`config.mk`:
```
export PLATFORM = sky130hd
export DESIGN_NAME = nv_cycle_ctrl
export DESIGN_NICKNAME = d
export VERILOG_FILES = /design/src/rtl/nv_ctl_pkg.sv /design/src/rtl/nv_dwell_timer.sv /design/src/rtl/nv_dirty_track.sv /design/src/rtl/nv_access_gate.sv /design/src/rtl/nv_cycle_ctrl.sv
export SDC_FILE = /design/constraint.sdc
export NUM_CORES = 1
export LEC_CHECK = 0
export BUFFER_PORTS_ARGS = -buffer_cell sky130_fd_sc_hd__clkbuf_2
export CAP_MARGIN = 20
export CORE_MARGIN = 5
export CORE_UTILIZATION = 25
export CTS_CLUSTER_DIAMETER = 50
export DETAILED_ROUTE_END_ITERATION = 6
export PLACE_DENSITY_LB_ADDON = 0.3
export RECOVER_POWER = 25
export SKIP_LAST_GASP = 1
export SLEW_MARGIN = 25
export SYNTH_ARGS = -nofsm -noshare
export SYNTH_HDL_FRONTEND = slang
export SYNTH_SLANG_ARGS = --single-unit
export TNS_END_PERCENT = 5
```
`constraint.sdc`:
```
create_clock -name clk -period 4.25 [get_ports clk]
set_clock_uncertainty 0.1 [all_clocks]
set_input_delay 0.2125 -clock clk [delete_from_list [all_inputs] [get_ports clk]]
set_output_delay 0.2125 -clock clk [all_outputs]
set_load 0.05 [all_outputs]
```
`src/rtl/nv_ctl_pkg.sv`:
```
package nv_ctl_pkg;

  typedef enum logic [3:0] {
    ST_WAKE,     // RECALL latched, waiting for supply
    ST_RESTORE,  // power-up RECALL running
    ST_IDLE,     // normal SRAM access
    ST_DELAY,    // busy line fell: window for the cycle in flight
    ST_ALERT,    // supply fell: short pull on the busy line
    ST_STORE,    // STORE running, line pulled low
    ST_HOLD,     // disabled until the line is seen high
    ST_RECOVER,  // post-hold recovery interval
    ST_RECALL    // software RECALL running
  } nv_state_e;

  function automatic int unsigned max6(input int unsigned a, input int unsigned b,
                                       input int unsigned c, input int unsigned d,
                                       input int unsigned e, input int unsigned f);
    int unsigned m;
    m = a;
    if (b > m) m = b;
    if (c > m) m = c;
    if (d > m) m = d;
    if (e > m) m = e;
    if (f > m) m = f;
    return m;
  endfunction

  // Dwell length of a timed state; untimed states report 1.
  function automatic int unsigned dwell_of(input nv_state_e s,
                                           input int unsigned t_store,
                                           input int unsigned t_recall,
                                           input int unsigned t_restore,
                                           input int unsigned t_delay,
                                           input int unsigned t_recover,
                                           input int unsigned t_alert);
    case (s)
      ST_STORE:   return t_store;
      ST_RECALL:  return t_recall;
      ST_RESTORE: return t_restore;
      ST_DELAY:   return t_delay;
      ST_RECOVER: return t_recover;
      ST_ALERT:   return t_alert;
      default:    return 1;
    endcase
  endfunction

  // Which states let reads and writes reach the array.
  function automatic logic read_window(input nv_state_e s, input logic line_hi);
    return ((s == ST_IDLE) && line_hi) || (s == ST_DELAY);
  endfunction

  function automatic logic write_window(input nv_state_e s, input logic line_hi,
                                        input logic sup_ok);
    return (s == ST_IDLE) && line_hi && sup_ok;
  endfunction

endpackage

```
`src/rtl/nv_dwell_timer.sv`:
```
module nv_dwell_timer #(
  parameter int CW = 8
) (
  input  logic          clk,
  input  logic          rst_n,
  input  logic          restart,
  input  logic [CW-1:0] limit,
  output logic          expired
);
  logic [CW-1:0] cnt;

  assign expired = (cnt >= (limit - 1'b1));

  always_ff @(posedge clk or negedge rst_n) begin
    if (!rst_n)       cnt <= '0;
    else if (restart) cnt <= '0;
    else if (!expired) cnt <= cnt + 1'b1;
  end
endmodule

```
`src/rtl/nv_dirty_track.sv`:
```
module nv_dirty_track (
  input  logic clk,
  input  logic rst_n,
  input  logic set_i,
  input  logic clr_i,
  output logic dirty
);
  always_ff @(posedge clk or negedge rst_n) begin
    if (!rst_n)     dirty <= 1'b0;
    else if (set_i) dirty <= 1'b1;
    else if (clr_i) dirty <= 1'b0;
  end
endmodule

```
`src/rtl/nv_access_gate.sv`:
```
module nv_access_gate
  import nv_ctl_pkg::*;
(
  input  nv_state_e state,
  input  logic      line_hi,
  input  logic      sup_ok,
  input  logic      rd_req,
  input  logic      wr_req,
  output logic      rd_ok,
  output logic      wr_ok
);
  assign rd_ok = rd_req && read_window(state, line_hi);
  assign wr_ok = wr_req && write_window(state, line_hi, sup_ok);
endmodule

```
`src/rtl/nv_cycle_ctrl.sv`:
```
module nv_cycle_ctrl
  import nv_ctl_pkg::*;
#(
  parameter int unsigned STORE_CYC   = 64,
  parameter int unsigned RECALL_CYC  = 16,
  parameter int unsigned RESTORE_CYC = 32,
  parameter int unsigned DELAY_CYC   = 4,
  parameter int unsigned RECOVER_CYC = 4,
  parameter int unsigned ALERT_CYC   = 8
) (
  input  logic clk,
  input  logic rst_n,
  input  logic sup_above_sw,
  input  logic sup_above_rst,
  input  logic busy_in,
  output logic busy_drv,
  input  logic sw_store,
  input  logic sw_recall,
  input  logic sram_rd,
  input  logic sram_wr,
  output logic rd_pass,
  output logic wr_pass,
  output logic store_go,
  output logic recall_go
);
  localparam int unsigned MAX_CYC =
    max6(STORE_CYC, RECALL_CYC, RESTORE_CYC, DELAY_CYC, RECOVER_CYC, ALERT_CYC);
  localparam int CW = $clog2(MAX_CYC + 1);

  nv_state_e     state, nxt;
  logic          move;
  logic          expired;
  logic          dirty_q;
  logic          armed_q;
  logic          cycle_done;
  logic [CW-1:0] lim;

  // Named internal events
  assign move       = (nxt != state);
  assign lim        = CW'(dwell_of(state, STORE_CYC, RECALL_CYC, RESTORE_CYC,
                                   DELAY_CYC, RECOVER_CYC, ALERT_CYC));
  assign cycle_done = expired && (state inside {ST_STORE, ST_RECALL, ST_RESTORE});
  assign busy_drv   = (state == ST_ALERT) || (state == ST_STORE);

  nv_dwell_timer #(.CW(CW)) u_timer (
    .clk     (clk),
    .rst_n   (rst_n),
    .restart (move),
    .limit   (lim),
    .expired (expired)
  );

  nv_dirty_track u_dirty (
    .clk   (clk),
    .rst_n (rst_n),
    .set_i (wr_pass),
    .clr_i (cycle_done),
    .dirty (dirty_q)
  );

  nv_access_gate u_gate (
    .state   (state),
    .line_hi (busy_in),
    .sup_ok  (sup_above_sw),
    .rd_req  (sram_rd),
    .wr_req  (sram_wr),
    .rd_ok   (rd_pass),
    .wr_ok   (wr_pass)
  );

  always_comb begin
    nxt = state;
    case (state)
      ST_WAKE:
        if (sup_above_sw && sup_above_rst) nxt = ST_RESTORE;
      ST_RESTORE, ST_RECALL, ST_RECOVER:
        if (expired) nxt = ST_IDLE;
      ST_IDLE:
        if (!sup_above_sw && armed_q)     nxt = ST_ALERT;
        else if (!sup_above_sw)           nxt = ST_IDLE;
        else if (!busy_in)                nxt = ST_DELAY;
        else if (sw_store)                nxt = ST_STORE;
        else if (sw_recall)               nxt = ST_RECALL;
      ST_DELAY:
        if (expired) nxt = dirty_q ? ST_STORE : ST_HOLD;
      ST_ALERT:
        if (expired) begin
          if (busy_in)      nxt = ST_IDLE;
          else if (dirty_q) nxt = ST_STORE;
          else              nxt = ST_HOLD;
        end
      ST_STORE:
        if (expired) nxt = ST_HOLD;
      ST_HOLD:
        if (busy_in) nxt = ST_RECOVER;
      default: nxt = ST_WAKE;
    endcase
    if (!sup_above_rst) nxt = ST_WAKE;
  end

  always_ff @(posedge clk or negedge rst_n) begin
    if (!rst_n) begin
      state     <= ST_WAKE;
      armed_q   <= 1'b0;
      store_go  <= 1'b0;
      recall_go <= 1'b0;
    end else begin
      state     <= nxt;
      store_go  <= move && (nxt == ST_STORE);
      recall_go <= move && ((nxt == ST_RESTORE) || (nxt == ST_RECALL));
      if (sup_above_sw)                 armed_q <= 1'b1;
      else if (move && nxt == ST_ALERT) armed_q <= 1'b0;
    end
  end
endmodule

```
==> results of run 1 <==
-- layer usage --
metal / share of wire / routed length [um] / up-vias
li1: - / - / 590
met1: 0.48 / 1460 / 558
met2: 0.46 / 1400 / 29
met3: 0.040 / 121 / 6
met4: 0.016 / 48 / 0
met5: 0 / 0 / -
-- path summary, 6_finish.rpt --
check / startpoint / end / slack, ps / cells after the start
setup / recovery: state[2]$_DFF_PN0_ / u_timer.cnt[1]$_DFFE_PN0P_ / 650 / 10
hold / removal: sup_above_sw / armed_q$_DFFE_PN0P_ / 260 / 3
setup reg to reg: state[2]$_DFF_PN0_ / u_timer.cnt[1]$_DFFE_PN0P_ / 650 / 10
hold reg to reg: u_timer.cnt[6]$_DFFE_PN0P_ / u_timer.cnt[6]$_DFFE_PN0P_ / 470 / 2
max in group asynchronous: rst_n / u_timer.cnt[6]$_DFFE_PN0P_ / 3080 / 2
min in group asynchronous: rst_n / state[0]$_DFF_PN0_ / 470 / 2
-- where the power goes --
| group | switching [mW] | internal, mW |
|---|---|---|
| clock network | 0.0464 | 0.0663 |
| logic | 0.263 | 0.159 |
| registers | 0.0398 | 0.170 |
-- tightest hold or removal path, delay by kind of cell --
family	cells	cell delay (ps)
AND/OR/NAND/NOR	1	120
AO/OA/AOI/OAI	1	120
buffers and inverters	1	110
-- kinds of logic (layout without fill, tap and decap cells) --
| kind of cell | after synthesis | in the layout | synth area share |
|---|---|---|---|
| adder cells (fa/ha/maj) | 8 | 8 | 0.0760 |
| XOR/XNOR | 6 | 6 | 0.0399 |
| flip-flops | 15 | 15 | 0.285 |
| buffers and inverters | 19 | 30 | 0.0723 |
| AND/OR/NAND/NOR | 66 | 66 | 0.293 |
| AO/OA/AOI/OAI | 40 | 40 | 0.231 |
| other | 1 | 1 | 0.00285 |
-- area by class of cell --
type	count	area, um2	area share
well taps	70	87.6	0.0592
repair buffers	16	88.8	0.0600
clock buffers	4	45.0	0.0304
inverters	10	37.5	0.0254
multi-input cells	121	846	0.571
flip-flops and latches	15	375	0.254
-- flip-flops by register name, indices dropped and copies added, names as in the netlist --
signal	count
armed_q	1
u_timer.cnt	7
store_go	1
recall_go	1
state	4
u_dirty.dirty	1
-- synthesized netlist by cell type, drive strengths merged (3+ instances only) --
library cell	instances
nand3	3
nand2	13
or3	3
o21ai	7
dfrtp	15
o211ai	3
xnor2	4
buf	7
ha	8
a21oi	11
nor2	15
or4b	3
nand2b	7
nor3	5
inv	10
-- repair_timing --
item / in CTS / in global routing
endpoints found under the hold margin: 15 / 0
hold buffers: 1 / 0
resized for setup: 0 / 0
==> flow_summary_export.csv, run 1 <==
group,metric,value,unit
global_routing,grt_pass1_vias,1110,
timing,final.period_utilization,0.847,
floorplanning,ios,14,
floorplanning,rows,26,
cts,path_clk_slew,60,ps
run_status,status,"finished clean",
route,num_vias,1183,
final_layout,fillers,548,
synth,syn_inst,155,
floorplanning,chipHeight,82.6,um
placed_design,pre_cts_ws,666,ps
floorplanning,die_width,82.6,um
worst_setup_path,slowest_stage,"or4b_1",
timing,slew_headroom,0.460,
final_layout,final_cell_mix,"dfrtp_1 (15), nand2_1 (13), clkbuf_2 (12), inv_1 (10)",
final_layout,final_common_cell,"dfrtp_1",
worst_setup_path,path_buf_inv,0,
floorplanning,initial_core_util,0.258,
synth,ys_ff_latch,15,
route,first_pass_iters,4,
route,drc,0,
cts,clk_latency,240,ps
timing,final.setup.worst_slack,652,ps
route,avgRoutedWirePerCell,12.8,um
timing,fmax,0.278,GHz
final_layout,antennaDiodeCount,0,
cts,postCtsSetupBuffers,0,
worst_setup_path,critical_path.max_stage_delay,710,ps
worst_setup_path,startpoint_type,"register",
power_and_ir_drop,p_total,0.745,mW
timing,worstMarginPinSlew,810,ps
global_routing,grt_first_pass_wirelength,5.13,mm
power_and_ir_drop,power_leakage,0.621,nW
timing,finalCriticalPeriod,3600,ps
cts,cts.sinks,15,
synth,synth_edf_count,0,
global_routing,antenna_found_initial,0,
floorplanning,core_area,5110,um2
timing,setup_viol,0,
final_layout,syn_to_final_growth,12.5,%
final_layout,fin_area,1480,um2
synth,synthDistinctLibCells,53,
synth,ys_seq_area_frac,0.285,
cts,cts_root_buf,"clkbuf_8",
synth,synthArstFlopShare,1.00,
global_routing,grt_usage,0.0969,
synth,synth.avg_cell_area,8.49,um2
route,routed_wl,3.03,mm
job,max-cap-violations,0,
worst_setup_path,path_delay_family,"simple AND/OR/NAND/NOR gates",
synth,synth_ff_type,"dfrtp_1",
final_layout,fin_nets,184,
route,final_antenna_net_count,0,
final_layout,final_util,0.290,
global_routing,met2_usage,0.151,
placed_design,place_inst,231,
worst_setup_path,endpoint_kind,"register",
synth,ys_warn_count,0,
final_layout,fin_cells,236,
min_path,holdCritPathClass,"in2reg",
synth,syn_nets,172,
placed_design,io_buffers,13,
power_and_ir_drop,irDropWorstVdd,0.138,mV
timing,holdWs,259,ps
worst_setup_path,worst-setup-path-type,"reg2reg",
global_routing,globalRouteOverflowTotal,0,
synth,synth_top_area_share,0.285,
floorplanning,dieArea,6820,um2
synth,syn_area,1320,um2
cts,cts_max_path_buffers,2,
worst_setup_path,arrival,3670,ps
cts,cts_tree,"built",
route,drt_iter0_markers,81,
cts,numCtsBuffers,3,
worst_setup_path,required,4320,ps
placed_design,dp_hpwl,2.35,mm
route,vias_per_cell,5.01,
final_layout,drive_above_1_share,0.193,
power_and_ir_drop,power_density,503,nW/um2
global_routing,grt_use_met3,0.0152,
global_routing,met1_usage,0.130,
timing,hold_violations,0,
worst_setup_path,path_cells,"nor2_1, nor2b_1, or3_1, ha_1, a21o_1, a31oi_2, o21ai_2, o221a_1, or4b_1, a21oi_2",
timing,rsz0062_at_grt,"false",
synth,yosysTopAreaCell,"dfrtp_1",
synth,yosys-top-cells-area,"dfrtp_1 (29%), ha_1 (7.6%), nand2_1 (3.7%), a21oi_1 (3.4%), inv_1 (2.9%)",
timing,setup_tns,0,ps
cts,h-tree-depth,1,
worst_setup_path,crit_fanout,8,
timing,drv_slew,0,
global_routing,busiest_layer,"met2",
placed_design,gp_congestion,0.841,
placed_design,place_area,1430,um2
global_routing,grt_max_degree,21,
(Power assumes the default switching activity.)
==> inputs of run 2 (changes only) <==
clock period = 3.55 ns   (was 4.25 ns; I/O delays follow)
==> flow_summary_export.csv, run 2 (same netlist as run 1, synthesis figures left out) <==
group,metric,value,unit
run_status,status,"finished clean",
worst_setup_path,required,3620,ps
final_layout,final_common_cell,"dfrtp_1",
floorplanning,die_width,82.6,um
timing,setup_tns,0,ps
timing,final.setup.worst_slack,320,ps
route,first_pass_iters,4,
timing,worstMarginPinSlew,842,ps
floorplanning,initial_core_util,0.258,
timing,slew_headroom,0.439,
global_routing,grt_pass1_vias,1124,
route,routed_wl,3.20,mm
power_and_ir_drop,power_leakage,0.650,nW
timing,drv_slew,0,
final_layout,syn_to_final_growth,15.7,%
placed_design,place_inst,236,
floorplanning,ios,14,
placed_design,pre_cts_ws,340,ps
timing,finalCriticalPeriod,3230,ps
worst_setup_path,arrival,3300,ps
cts,cts.sinks,15,
placed_design,gp_congestion,0.878,
floorplanning,dieArea,6820,um2
min_path,holdPathStages,3,
job,max-cap-violations,0,
cts,clk_latency,240,ps
timing,setup_viol,0,
timing,fmax,0.310,GHz
global_routing,grt_first_pass_wirelength,5.34,mm
final_layout,top_regs,"u_timer.cnt (7), state (4)",
route,final_antenna_net_count,0,
route,avgRoutedWirePerCell,13.3,um
timing,rsz0062_at_grt,"false",
route,drt_iter0_markers,77,
cts,cts_max_path_buffers,2,
worst_setup_path,path_cells,"nor2_1, nor2b_1, or3_1, ha_1, a21o_1, a31oi_2, o21ai_2, o221a_1, or4b_1, a21oi_2",
placed_design,dp_hpwl,2.55,mm
final_layout,final_util,0.298,
worst_setup_path,slowest_stage,"or4b_1",
final_layout,top_register,"u_timer.cnt",
worst_setup_path,endpoint_kind,"register",
timing,final.period_utilization,0.910,
final_layout,fin_cells,241,
route,vias_per_cell,4.89,
placed_design,io_buffers,13,
final_layout,antennaDiodeCount,0,
worst_setup_path,critical_path.max_stage_delay,720,ps
cts,h-tree-depth,1,
global_routing,grt_usage,0.102,
cts,cts_root_buf,"clkbuf_8",
cts,numCtsBuffers,3,
global_routing,globalRouteOverflowTotal,0,
final_layout,final_cell_mix,"dfrtp_1 (15), nand2_1 (13), clkbuf_2 (12), inv_1 (10)",
route,num_vias,1178,
cts,cts_tree,"built",
floorplanning,core_area,5110,um2
route,drc,0,
final_layout,largest_reg_flops,7,
worst_setup_path,crit_fanout,7,
worst_setup_path,rr_worst_depth,10,
global_routing,antenna_found_initial,0,
global_routing,grt_max_degree,17,
power_and_ir_drop,irDropWorstVdd,0.178,mV
final_layout,drive_above_1_share,0.222,
floorplanning,rows,26,
min_path,holdCritPathClass,"in2reg",
worst_setup_path,startpoint_type,"register",
worst_setup_path,worst-setup-path-type,"reg2reg",
floorplanning,chipHeight,82.6,um
timing,hold_violations,0,
power_and_ir_drop,power_density,611,nW/um2
final_layout,fin_nets,189,
cts,path_clk_slew,60,ps
-- run 2: path summary, 6_finish.rpt --
check	from	to	slack, ps
setup reg to reg	state[0]$_DFF_PN0_	u_timer.cnt[1]$_DFFE_PN0P_	320
min in group asynchronous	rst_n	u_timer.cnt[3]$_DFFE_PN0P_	450
max in group asynchronous	rst_n	state[0]$_DFF_PN0_	2380
setup / recovery	state[0]$_DFF_PN0_	u_timer.cnt[1]$_DFFE_PN0P_	320
hold / removal	sram_wr	u_dirty.dirty$_DFFE_PN0P_	190
hold reg to reg	u_timer.cnt[1]$_DFFE_PN0P_	u_timer.cnt[1]$_DFFE_PN0P_	480
-- run 2: timing repair --
action                    in CTS  in global routing
gates resized for setup        0                  0
hold buffers                   1                  0
hold endpoints to repair      15                  0
setup buffers                  0                  0
-- run 2: worst max-delay path: cells and delay by family (launching register included) --
family,cells,cell delay (ps)
flip-flops,1,400
AND/OR/NAND/NOR,4,1300
AO/OA/AOI/OAI,5,1040
adder cells (fa/ha/maj),1,310
-- run 2: area by class of cell --
type,instances,area [um2]
Multi-Input combinational cell,121,851
Inverter,10,37.5
Fill cell,555,3580
Tap cell,70,87.6
Timing Repair Buffer,21,126
Sequential cell,15,375
Clock buffer,4,45.0
-- run 2: report_power, final --
part,switching (mW),leakage (nW),internal [mW]
combinational,0.334,0.427,0.220
clock,0.0555,0.0228,0.0792
sequential,0.0385,0.200,0.204
total,0.428,0.650,0.503
-- run 2: per-stage QoR --
stage / total power, mW / hold slack (ps) / cell area, um2
detailed placement: 0.798 / 26.7 / 1470
global placement: 0.805 / 26.4 / 1470
finish: 0.931 / 191 / 1520
CTS: 0.941 / 203 / 1520
global route: 1.02 / 238 / 1520
floorplan: 0.674 / -218 / 1320
-- run 2: metal layers --
metal / up-vias / routed length (um) / global-route usage / share of wire
met5: - / 0 / 0 / 0
met4: 0 / 34 / 0.0392 / 0.011
met3: 2 / 130 / 0.0217 / 0.041
met2: 21 / 1490 / 0.165 / 0.47
li1: 603 / - / - / -
met1: 552 / 1540 / 0.132 / 0.48
==> inputs of run 3 (changes only) <==
RECOVER_POWER = 100   (was 25)
TNS_END_PERCENT = 1   (was 5)
clock period = 3.2 ns   (was 3.55 ns; I/O delays follow)
==> flow_summary_export.csv, run 3 (same netlist as run 1, synthesis figures left out) <==
group,metric,value,unit
final_layout,top_regs,"u_timer.cnt (7), state (4)",
timing,worstMarginPinSlew,830,ps
final_layout,fin_nets,191,
route,num_vias,1209,
timing,holdWs,173,ps
final_layout,drive_above_1_share,0.191,
timing,drv_slew,0,
final_layout,syn_to_final_growth,15.8,%
worst_setup_path,reg2reg_to,"u_timer.cnt[1]$_DFFE_PN0P_",
timing,final.setup.worst_slack,164,ps
timing,fmax,0.329,GHz
cts,clk_latency,250,ps
final_layout,antennaDiodeCount,0,
final_layout,top_register,"u_timer.cnt",
timing,setup_viol,0,
final_layout,final_cell_mix,"dfrtp_1 (15), nand2_1 (13), nor2_1 (11), inv_1 (10), a21oi_1 (10)",
worst_setup_path,worst-setup-path-type,"reg2reg",
worst_setup_path,path_delay_family,"simple AND/OR/NAND/NOR gates",
cts,cts_max_path_buffers,2,
job,max-cap-violations,0,
cts,numCtsBuffers,3,
min_path,hp-start,"sram_wr",
floorplanning,chipHeight,82.6,um
final_layout,largest_reg_flops,7,
worst_setup_path,rrSetupSlack,160,ps
global_routing,grt_max_degree,16,
route,final_antenna_net_count,0,
worst_setup_path,path_cells,"nor2_1, nor2b_1, or3_1, ha_1, a21o_1, a31oi_2, o21ai_2, o221a_1, or4b_4, a21oi_1",
worst_setup_path,crit-reg2reg-launch,"state[0]$_DFF_PN0_",
worst_setup_path,critical_path.max_stage_delay,590,ps
timing,finalCriticalPeriod,3040,ps
cts,path_clk_slew,60,ps
worst_setup_path,rr_worst_depth,10,
floorplanning,core_area,5110,um2
worst_setup_path,crit_fanout,7,
power_and_ir_drop,irDropWorstVdd,0.188,mV
worst_setup_path,required,3270,ps
final_layout,multi_input_area,847,um2
cts,cts_root_buf,"clkbuf_8",
placed_design,io_buffers,13,
cts,h-tree-depth,1,
run_status,status,"finished clean",
floorplanning,die_width,82.6,um
min_path,holdPathStages,3,
power_and_ir_drop,p_total,1.04,mW
route,first_pass_iters,4,
timing,setup_tns,0,ps
floorplanning,initial_core_util,0.258,
global_routing,grt_usage,0.104,
route,drc,0,
placed_design,dp_hpwl,2.55,mm
worst_setup_path,slowest_stage,"or4b_4",
final_layout,ff_latch_area,375,um2
global_routing,grt_pass1_vias,1126,
timing,final.period_utilization,0.949,
power_and_ir_drop,power_density,681,nW/um2
worst_setup_path,arrival,3110,ps
global_routing,globalRouteOverflowTotal,0,
min_path,holdCritPathClass,"in2reg",
floorplanning,ios,14,
worst_setup_path,startpoint_type,"register",
cts,cts.sinks,15,
global_routing,antenna_found_initial,0,
placed_design,pre_cts_ws,28.4,ps
worst_setup_path,endpoint_kind,"register",
final_layout,fillers,568,
final_layout,final_common_cell,"dfrtp_1",
floorplanning,rows,26,
placed_design,gp_congestion,0.855,
power_and_ir_drop,power_leakage,0.641,nW
route,vias_per_cell,4.98,
route,avgRoutedWirePerCell,13.1,um
cts,cts_tree,"built",
timing,slew_headroom,0.447,
timing,rsz0062_at_grt,"false",
global_routing,grt_first_pass_wirelength,5.43,mm
route,drt_iter0_markers,101,
route,routed_wl,3.17,mm
floorplanning,dieArea,6820,um2
timing,hold_violations,0,
worst_setup_path,path_buf_inv,0,
min_path,min_to,"u_dirty.dirty$_DFFE_PN0P_",
[run 3: final cells by class]
cell class | count | share of cell area
Multi-Input combinational cell | 121 | 0.556
Sequential cell | 15 | 0.246
Timing Repair Buffer | 23 | 0.0862
Tap cell | 70 | 0.0575
Clock buffer | 4 | 0.0296
Inverter | 10 | 0.0246
[run 3: worst register-to-register path: stages (launching register included)]
cell	delay, ps
dfrtp_1	410
nor2_1	210
nor2b_1	90
or3_1	310
ha_1	310
a21o_1	200
a31oi_2	240
o21ai_2	110
o221a_1	260
or4b_4	590
a21oi_1	140
[run 3: metal layers]
metal  part of all wire  vias to the layer above  wire (um)  track usage
met5                  0                        -          0            0
li1                   -                      605          -            -
met3              0.048                        6        151       0.0195
met4              0.021                        0         67       0.0441
met2               0.44                       28       1390        0.152
met1               0.49                      570       1570        0.149
[run 3: worst max path at each step]
stage,to,start,cells after the start,slack [ps]
global route,u_timer.cnt[6]$_DFFE_PN0P_,state[0]$_DFF_PN0_,11,20
CTS,u_timer.cnt[1]$_DFFE_PN0P_,state[0]$_DFF_PN0_,10,0.5
global placement,u_timer.cnt[6]$_DFFE_PN0P_,state[0]$_DFF_PN0_,10,90
detailed placement,u_timer.cnt[1]$_DFFE_PN0P_,state[0]$_DFF_PN0_,10,30
floorplan,u_timer.cnt[6]$_DFFE_PN0P_,state[1]$_DFF_PN0_,11,4
finish,u_timer.cnt[1]$_DFFE_PN0P_,state[0]$_DFF_PN0_,10,160
[run 3: metrics by stage]
stage                     utilization  std cells  cell area, um2
after global routing            0.298        243            1520
after global placement          0.291        238            1480
after detailed placement        0.291        238            1480
after floorplan                     -        155            1320
final                           0.298        243            1520
after CTS                       0.301        243            1540
[run 3: report_power, final]
group	total (mW)	internal, mW	switching, mW
clock	0.152	0.0881	0.0635
sequential	0.265	0.226	0.0386
combinational	0.621	0.252	0.370
[run 3: timing repair]
action	in CTS	in global routing
endpoints found under the hold margin	15	0
gates resized for setup	0	2
hold buffers	1	0
setup buffers	0	0
endpoints found under the setup margin	0	9
